## src/rtl/rxw_pkg.sv

```systemverilog
package rxw_pkg;

   localparam logic [2:0] FMT_D8  = 3'b001;
   localparam logic [2:0] FMT_D7P = 3'b011;
   localparam logic [2:0] FMT_D9  = 3'b100;
   localparam logic [2:0] FMT_D8W = 3'b101;
   localparam logic [2:0] FMT_D8P = 3'b111;

   function automatic logic fmt_nine(input logic [2:0] f);
      return (f == FMT_D9) || (f == FMT_D8W) || (f == FMT_D8P);
   endfunction

   function automatic logic fmt_par(input logic [2:0] f);
      return (f == FMT_D7P) || (f == FMT_D8P);
   endfunction

   function automatic logic fmt_wake(input logic [2:0] f);
      return f == FMT_D8W;
   endfunction

endpackage

```

## src/rtl/rxw_sync.sv

```systemverilog
module rxw_sync #(
   parameter int   STAGES = 2,
   parameter logic INIT   = 1'b1
) (
   input  logic clk,
   input  logic rst_n,
   input  logic d,
   output logic q
);

   if (STAGES < 1) begin : g_bad_stages
      $error("rxw_sync: STAGES must be at least 1");
   end

   logic [STAGES-1:0] chain;

   if (STAGES == 1) begin : g_single
      always_ff @(posedge clk or negedge rst_n) begin
         if (!rst_n) chain <= {STAGES{INIT}};
         else        chain <= d;
      end
   end else begin : g_multi
      always_ff @(posedge clk or negedge rst_n) begin
         if (!rst_n) chain <= {STAGES{INIT}};
         else        chain <= {chain[STAGES-2:0], d};
      end
   end

   assign q = chain[STAGES-1];

endmodule

```

## src/rtl/rxw_frame.sv

```systemverilog
module rxw_frame #(
   parameter int OVS      = 16,
   parameter int DATA_MAX = 9
) (
   input  logic                clk,
   input  logic                rst_n,
   input  logic                tick,
   input  logic                enable,
   input  logic                line,
   input  logic                nine,
   output logic                done,
   output logic                stop_bad,
   output logic [DATA_MAX-1:0] data
);

   localparam int CW     = $clog2(OVS);
   localparam int BW     = $clog2(DATA_MAX + 2);
   localparam int VOTE_A = OVS / 2 - 2;
   localparam int VOTE_B = OVS / 2 - 1;
   localparam int VOTE_C = OVS / 2;

   if (OVS < 8 || (OVS % 2) != 0) begin : g_bad_ovs
      $error("rxw_frame: OVS must be even and at least 8");
   end
   if (DATA_MAX < 2) begin : g_bad_data
      $error("rxw_frame: DATA_MAX must be at least 2");
   end

   typedef enum logic {S_IDLE, S_RUN} st_t;

   st_t           st;
   logic          prev;
   logic [CW-1:0] cnt;
   logic [CW-1:0] idx_nx;
   logic [BW-1:0] bitn;
   logic [BW-1:0] nbits;
   logic          s_a, s_b, maj;

   always_comb begin
      idx_nx = (cnt == CW'(OVS - 1)) ? '0 : cnt + CW'(1);
      maj    = (s_a & s_b) | (s_a & line) | (s_b & line);
      nbits  = nine ? BW'(DATA_MAX) : BW'(DATA_MAX - 1);
   end

   always_ff @(posedge clk or negedge rst_n) begin
      if (!rst_n) begin
         st       <= S_IDLE;
         prev     <= 1'b1;
         cnt      <= '0;
         bitn     <= '0;
         s_a      <= 1'b0;
         s_b      <= 1'b0;
         done     <= 1'b0;
         stop_bad <= 1'b0;
         data     <= '0;
      end else begin
         done <= 1'b0;
         if (tick) prev <= line;
         if (!enable) begin
            st <= S_IDLE;
         end else if (tick) begin
            case (st)
               S_IDLE: begin
                  if (prev && !line) begin
                     st   <= S_RUN;
                     cnt  <= '0;
                     bitn <= '0;
                     data <= '0;
                  end
               end
               S_RUN: begin
                  cnt <= idx_nx;
                  if (cnt == CW'(OVS - 1)) bitn <= bitn + BW'(1);
                  if (idx_nx == CW'(VOTE_A)) s_a <= line;
                  if (idx_nx == CW'(VOTE_B)) s_b <= line;
                  if (idx_nx == CW'(VOTE_C)) begin
                     if (bitn == '0) begin
                        if (maj) st <= S_IDLE;
                     end else if (bitn <= nbits) begin
                        data[bitn - BW'(1)] <= maj;
                     end else begin
                        done     <= 1'b1;
                        stop_bad <= !maj;
                        st       <= S_IDLE;
                     end
                  end
               end
               default: st <= S_IDLE;
            endcase
         end
      end
   end


   idle_hold_chk: assert property (@(posedge clk) disable iff (!rst_n)
      (st == S_IDLE && !enable) |=> (st == S_IDLE));


   done_pulse_chk: assert property (@(posedge clk) disable iff (!rst_n)
      done |=> !done);

endmodule

```

## src/rtl/rxw_store.sv

```systemverilog
module rxw_store #(
   parameter int DATA_MAX = 9,
   parameter int BUF_W    = 16
) (
   input  logic                clk,
   input  logic                rst_n,
   input  logic                done,
   input  logic                stop_bad,
   input  logic [DATA_MAX-1:0] data,
   input  logic [2:0]          fmt,
   input  logic                odd_par,
   input  logic                rd_ack,
   output logic [BUF_W-1:0]    rx_buf,
   output logic                rx_irq,
   output logic                err_irq,
   output logic                par_err,
   output logic                frm_err,
   output logic                ovr_err
);
   import rxw_pkg::*;

   if (BUF_W < DATA_MAX) begin : g_bad_buf
      $error("rxw_store: BUF_W must hold DATA_MAX bits");
   end

   logic full;
   logic accept, pe, ov;

   always_comb begin
      accept = done && !(fmt_wake(fmt) && !data[DATA_MAX-1]);
      pe     = fmt_par(fmt) && ((^data) != odd_par);
      ov     = full && !rd_ack;
   end

   always_ff @(posedge clk or negedge rst_n) begin
      if (!rst_n) begin
         rx_buf  <= '0;
         full    <= 1'b0;
         rx_irq  <= 1'b0;
         err_irq <= 1'b0;
         par_err <= 1'b0;
         frm_err <= 1'b0;
         ovr_err <= 1'b0;
      end else begin
         rx_irq  <= accept;
         err_irq <= accept && (pe || stop_bad || ov);
         if (accept) begin
            rx_buf  <= BUF_W'(data);
            full    <= 1'b1;
            par_err <= pe;
            frm_err <= stop_bad;
            ovr_err <= ov;
         end else if (rd_ack) begin
            full    <= 1'b0;
            par_err <= 1'b0;
            frm_err <= 1'b0;
            ovr_err <= 1'b0;
         end
      end
   end


   wake_addr_chk: assert property (@(posedge clk) disable iff (!rst_n)
      (rx_irq && fmt_wake($past(fmt))) |-> rx_buf[DATA_MAX-1]);


   eight_top_zero_chk: assert property (@(posedge clk) disable iff (!rst_n)
      (rx_irq && !fmt_nine($past(fmt))) |-> !rx_buf[DATA_MAX-1]);


   no_par_chk: assert property (@(posedge clk) disable iff (!rst_n)
      (rx_irq && !fmt_par($past(fmt))) |-> !par_err);


   ovr_rise_chk: assert property (@(posedge clk) disable iff (!rst_n)
      $rose(ovr_err) |-> rx_irq);


   frm_rise_chk: assert property (@(posedge clk) disable iff (!rst_n)
      $rose(frm_err) |-> rx_irq);


   err_with_rx_chk: assert property (@(posedge clk) disable iff (!rst_n)
      err_irq |-> (rx_irq && (par_err || frm_err || ovr_err)));

endmodule

```

## src/rtl/rxw_uart_rx.sv

```systemverilog
module rxw_uart_rx #(
   parameter int OVS         = 16,
   parameter int SYNC_STAGES = 2,
   parameter int DATA_MAX    = 9,
   parameter int BUF_W       = 16
) (
   input  logic             clk,
   input  logic             rst_n,
   input  logic             tick16,
   input  logic             run_en,
   input  logic             rx_en,
   input  logic [2:0]       fmt,
   input  logic             odd_par,
   input  logic             loopback,
   input  logic             rx_pin,
   input  logic             tx_loop,
   input  logic             rd_ack,
   output logic [BUF_W-1:0] rx_buf,
   output logic             rx_irq,
   output logic             err_irq,
   output logic             par_err,
   output logic             frm_err,
   output logic             ovr_err
);
   import rxw_pkg::*;

   logic                src, line_s, done, stop_bad;
   logic [DATA_MAX-1:0] data;

   assign src = loopback ? tx_loop : rx_pin;

   rxw_sync #(.STAGES(SYNC_STAGES), .INIT(1'b1)) u_sync (
      .clk(clk), .rst_n(rst_n), .d(src), .q(line_s)
   );

   rxw_frame #(.OVS(OVS), .DATA_MAX(DATA_MAX)) u_frame (
      .clk(clk), .rst_n(rst_n), .tick(tick16),
      .enable(run_en && rx_en), .line(line_s), .nine(fmt_nine(fmt)),
      .done(done), .stop_bad(stop_bad), .data(data)
   );

   rxw_store #(.DATA_MAX(DATA_MAX), .BUF_W(BUF_W)) u_store (
      .clk(clk), .rst_n(rst_n), .done(done), .stop_bad(stop_bad),
      .data(data), .fmt(fmt), .odd_par(odd_par), .rd_ack(rd_ack),
      .rx_buf(rx_buf), .rx_irq(rx_irq), .err_irq(err_irq),
      .par_err(par_err), .frm_err(frm_err), .ovr_err(ovr_err)
   );

endmodule

```

## config.mk

```make
export PLATFORM = sky130hd
export DESIGN_NAME = rxw_uart_rx
export DESIGN_NICKNAME = d
export VERILOG_FILES = /design/src/rtl/rxw_pkg.sv /design/src/rtl/rxw_sync.sv /design/src/rtl/rxw_frame.sv /design/src/rtl/rxw_store.sv /design/src/rtl/rxw_uart_rx.sv
export SDC_FILE = /design/constraint.sdc
export NUM_CORES = 1
export LEC_CHECK = 0
export ABC_AREA = 1
export BUFFER_PORTS_ARGS = -buffer_cell sky130_fd_sc_hd__buf_2
export CAP_MARGIN = 25
export CORE_MARGIN = 4
export CORE_UTILIZATION = 40
export DETAILED_ROUTE_END_ITERATION = 16
export GPL_ROUTABILITY_DRIVEN = 0
export GPL_TIMING_DRIVEN = 0
export PLACE_DENSITY = 0.62
export SLEW_MARGIN = 10
export SYNTH_ARGS = -nofsm -noshare
export SYNTH_HDL_FRONTEND = slang
export SYNTH_HIERARCHICAL = 1
export SYNTH_SLANG_ARGS = --single-unit
```

## constraint.sdc

```tcl
create_clock -name clk -period 1.9 [get_ports clk]
set_clock_uncertainty 0.05 [all_clocks]
set_input_delay 0.285 -clock clk [delete_from_list [all_inputs] [get_ports clk]]
set_output_delay 0.285 -clock clk [all_outputs]
set_load 0.005 [all_outputs]
```

# Yosys cells after proc, flatten, opt, wreduce, memory -nomap -nowiden
# Index checks and enable logic that the tools add are counted.
# word_totals
ff_bits,40
in_bits,13
wordCells,107
# op_classes
addsub,3
order_cmp,3
eq_ne,15
muxes,34
n_bitwise,8
n_reduce_logical,27
# ops
operator,count
9-bit 2-to-1 mux,4
1-bit 2-to-1 mux,21
9-bit one-hot mux with 2 select lines,1
4-bit one-hot mux with 2 select lines,2
4-bit 2-to-1 mux,3
4-bit AND reduction,3
6-bit AND reduction,2
2-bit inequality test (second input constant),5
9-bit bitwise mux,1
3-bit equality test (second input constant),3
9-bit XOR reduction,1
4-bit by 1-bit adder with 4-bit output (second input constant),2
4-bit by 3-bit equality test with 1-bit output (second input constant),2
4-bit equality test (second input constant),2
1-bit logical AND,8
1-bit zero test,5
1-bit logical OR,5
4-bit by 5-bit < comparator with 1-bit output (second input constant),1
1-bit demux with 4-bit select,1
4-bit by 1-bit >= comparator with 1-bit output (second input constant),1
4-bit <= comparator,1
4-bit zero test,1
4-bit by 1-bit subtractor with 4-bit output (second input constant),1
1-bit AND,3
other kinds (8),11

# Logic depth before layout (Yosys ltp)
# depth
word_depth,11
mapped_depth,13
depth_no_buf,12

# Cells and area by module
# Netlist, hierarchy kept.
# by_module_without_submodules
module,instances,cells_each,area_per_inst_um2,seq_area_each_um2
rxw_frame,1,191,1426.4,576.8
rxw_store,1,115,824.5,375.4
rxw_sync,1,2,52.6,52.6
rxw_uart_rx,1,8,36.3,0.0

# Least setup slack after synthesis
# No wires, ideal clock.
# synth_path
path_kind,register to register
startpoint,register u_frame.bitn[0]
endpoint,register u_frame.data[8]
setup_ns,0.117
t_arrival_ns,1.455
t_required_ns,1.733
setup_slack_ns,0.278
path_stages_with_launch,13
path_buffers,1
period_less_slack_ns,1.622
cell_sequence,dfrtp_1 inv_1 ha_1 inv_1 nand2_1 nand2_1 a21oi_2 nand2_2 nand2_4 buf_8 nand2_1 nand2_1 nand2_1
# synth_between
elab_chain_cells,10
# synth_rtl
item,line_no,rtl
"start, declared",rxw_frame.sv:35,logic [BW-1:0] bitn;
"start signal, assigned",rxw_frame.sv:73,if (cnt == CW'(OVS - 1)) bitn <= bitn + BW'(1);
4-bit by 1-bit subtractor with 4-bit output,rxw_frame.sv:80,data[bitn - BW'(1)] <= maj;
4-bit by 5-bit < comparator with 1-bit output (not written as such) or 4-bit by 1-bit >= comparator with 1-bit output (tied branches),rxw_frame.sv:80,
1-bit logical AND (not written as such),rxw_frame.sv:80,
1-bit 2-to-1 mux (not written as such),rxw_frame.sv:80,
1-bit demux with 4-bit select,n/a,
9-bit bitwise mux,rxw_frame.sv:80,
9-bit 2-to-1 mux,rxw_frame.sv:79,end else if (bitn <= nbits) begin
9-bit 2-to-1 mux,rxw_frame.sv:77,if (bitn == '0) begin
9-bit 2-to-1 mux,rxw_frame.sv:76,if (idx_nx == CW'(VOTE_C)) begin
9-bit one-hot mux with 2 select lines,rxw_frame.sv:62,case (st)
"end signal, assigned by index",rxw_frame.sv:80,
"end, declared",rxw_frame.sv:13,output logic [DATA_MAX-1:0] data
# Parallel ways exist; a longest one is shown, timed or not. The select of a mux whose other input is x is not followed.
# A chain may end at the register's enable or synchronous reset.

# Worst setup path in the final report
# Ends and elaborated chain as after synthesis.

==> metrics.md <==
| Metric | Value |
|---|---|
| Async S/R FF share, synth | 100% |
| Worst Path Required | 2.05 ns |
| Worst hold margin | 0.0844 ns |
| Yosys warnings | 6 |
| Maximum fanout along the worst path | 10 |
| Number of remaining DRC errors | 0 |
| Final worst slack | 0.149 ns |
| Cell Pwr Density | 793 nW/um2 |
| Final hold violation count | 0 |
| #FFs+latches synth | 40 |
| Startpoint Class | register |
| Seq/Total Area, Yosys | 42.9% |
| First-pass detailed-route iteration total | 4 |
| WL/cell | 10.2 um |
| Clock buffer count from CTS | 5 |
| CP max stage cell | dfrtp_1 |
| Worst R2R Setup Slack | 0.15 ns |
| Clk_lat worst skew | 0.30 ns |
| Crit path to | u_frame/data[8] |
| Inst Count DP | 420 |
| Antenna violations before repair | 0 |
| Synth top area cells | dfrtp_1, nand2_1, nand3_1, inv_1, ha_1 |
| Main synth FF type | dfrtp_1 |
| Fin. max-slew vios | 0 |
| Setup_tns | 0 ns |
| Synth unique cells | 29 |
| Tot GR Track Use | 13.0% |
| Top post-synthesis cells by count | nand2_1, inv_1, dfrtp_1 |
| Max IR drop VDD | 0.425 mV |
| Largest net degree at the start of global routing | 41 |
| Max Fclk | 571 MHz |
| Reg clk slew, reported paths | 0.08 ns |
| Clock sinks | 40 |
| Overflow after GRT | 0 |
| Crit Path Category | reg2reg |
| Post-synth EDFFs | 0 |
| Buffers added on ports | 26 |
| Layout area overhead | 16.9% |
| RR Endpoint | u_frame/data[8] |
| Core Box Area | 5570 um2 |
| Total Power | 2.17 mW |
| Worst Setup SP | u_frame/bitn[0] |
| Leakage | 1.54 nW |
| Pint | 1.47 mW |
| CTS H-tree depth | 2 |
| Via density | 4.48 |
| Final min period | 1.75 ns |
| Worst Path Arrival | 1.90 ns |
| CTS tree | built |
| Detailed Route WL | 4370 um |
| Clock network power share | 33.2% |
| Avg Synthesized Cell Area | 7.40 um2 |
| Mapped Cells | 316 |
| Starting Density | 42.0% |
| Die height | 84.5 um |
| Fin cells | 430 |
| Cell Area, Synth | 2340 um2 |
| Post-synth top area share | 39.6% |
| Root Driver | clkbuf_8 |
| Setup bufs post-CTS | 0 |
| # rows | 27 |
| RSZ-0062 raised after global routing | false |
| DRT iter0 DRCs | 68 |
| Number of global-route vias before repair | 1,825 |
| Post-route ant nets | 0 |
| Sw Share | 32.0% |
| Clock tree buffer depth | 2 |
| Worst setup EP type | register |
| Most common cell in the netlist | nand2_1 |
| Routed vias | 1,925 |
| Psw | 0.695 mW |
| Final setup viols | 0 |
| First-pass GRT wire length | 7830 um |
| I/O pin cnt | 34 |
| DP HPWL | 3280 um |
| Layout cells sized above 1 | 19.8% |
| Tcrit/Tclk final | 92.1% |
| Post-place setup slack | 0.0734 ns |
| CP Cell Sequence | inv_2 -> ha_1 -> inv_1 -> nand2_1 -> nand2_1 -> a21oi_2 -> nand2_2 -> nand2_4 -> buf_8 -> nand2_1 -> nand2_1 -> nand2_1 |
| Status | completed |
| Die ar. | 7140 um2 |
| Max-cap viol count | 0 |
| Worst hold path class | in2reg |
| Worst reg-to-reg path cell count | 12 |
| Die Wd | 84.5 um |
| Nets@finish | 379 |
| Share of power burned in registers | 45.0% |
| Antenna Cells | 0 |
| Slowest cell delay on critical path | 0.41 ns |
| Most used cell, CP | nand2_1 |
| Reg2reg start | u_frame/bitn[0] |
| Synth area leader | dfrtp_1 |
| Comb power frac | 21.8% |
[critical path, delay by kind of cell, from the launching register on]
kind | cells | cell delay, ns
AOI/OAI and AO/OA | 1 | 0.17
adders and majority gates | 1 | 0.28
buffers and inverters | 3 | 0.28
DFF | 1 | 0.41
and+or+nand+nor | 7 | 0.44
[flip-flops by register name (all words and copies together), names as in the netlist]
signal / flops
u_frame/bitn: 4
u_frame/cnt: 4
u_frame/data: 9
u_frame/done: 1
u_frame/prev: 1
u_frame/s_a: 1
u_frame/s_b: 1
u_frame/st: 1
u_frame/stop_bad: 1
u_store/err_irq: 1
u_store/frm_err: 1
u_store/full: 1
u_store/ovr_err: 1
u_store/par_err: 1
u_store/rx_buf: 9
u_store/rx_irq: 1
u_sync/chain: 2
[final cells by class]
class,count,area (um2)
tap,72,90.1
multi-input combinational,225,1100
timing repair buffer,28,168
clock buffer,5,68.8
buffer,12,91.3
clock inverter,3,46.3
fill,551,2840
sequential,40,1000
inverter,45,169
[layer usage]
| layer | wire (um) | part of all wire [%] | global-route usage, % |
|---|---|---|---|
| met5 | 0 | 0 | 0 |
| met4 | 61 | 1.4 | 5.04 |
| met3 | 210 | 4.8 | 2.94 |
| met2 | 2080 | 48 | 22.2 |
| met1 | 2010 | 46 | 15.9 |
[power by group through the flow]
stage	registers (mW)	clock network (mW)	logic (mW)
2_1_floorplan	0.977	0	0.362
3_5_place_dp	0.992	0	0.467
4_1_cts	0.975	0.742	0.468
5_1_grt	0.985	0.775	0.562
6_report	0.976	0.720	0.473
3_3_place_gp	0.988	0	0.451
[logic make-up after synthesis]
family / count (synthesis) / synth area share [%]
other: 1 / 0.160
buffers and inverters: 57 / 11.1
AND/OR/NAND/NOR: 177 / 32.7
adder cells (fa/ha/maj): 9 / 4.81
XOR/XNOR: 4 / 1.50
flip-flops: 40 / 42.9
AO/OA/AOI/OAI: 28 / 6.74
[stage by stage]
step	area (um2)	util, %
after floorplan	2360	-
after global placement	2580	46.3
after detailed placement	2580	46.3
after CTS	2700	48.4
after global routing	2740	49.1
final	2740	49.1
[worst min path at each step]
stage / start / end / cells past startpoint
after global placement: u_sync/chain[0] / u_sync/chain[1] / 0
after global routing: loopback / u_sync/chain[0] / 2
after floorplan: rst_n / u_frame/bitn[0] / 0
after detailed placement: u_sync/chain[0] / u_sync/chain[1] / 0
after CTS: loopback / u_sync/chain[0] / 2
final: loopback / u_sync/chain[0] / 2
[placed cells by master (no fill, tap or decap), types with 5 or more instances in the layout]
master,n
nand2_1,119
inv_1,39
dfrtp_1,37
nand3_1,36
buf_2,27
o21ai_0,19
buf_4,9
ha_1,9
conb_1,7
inv_2,6
nor2_1,6
clkbuf_8,5
nand2_2,5
[repair_timing]
| item | CTS | global route |
|---|---|---|
| hold endpoints to repair | 0 | 12 |
| hold buffers | 0 | 1 |
| endpoints found under the setup margin | 0 | 10 |
| gates resized for setup | 0 | 1 |
Power figures use the tool's default switching activity.
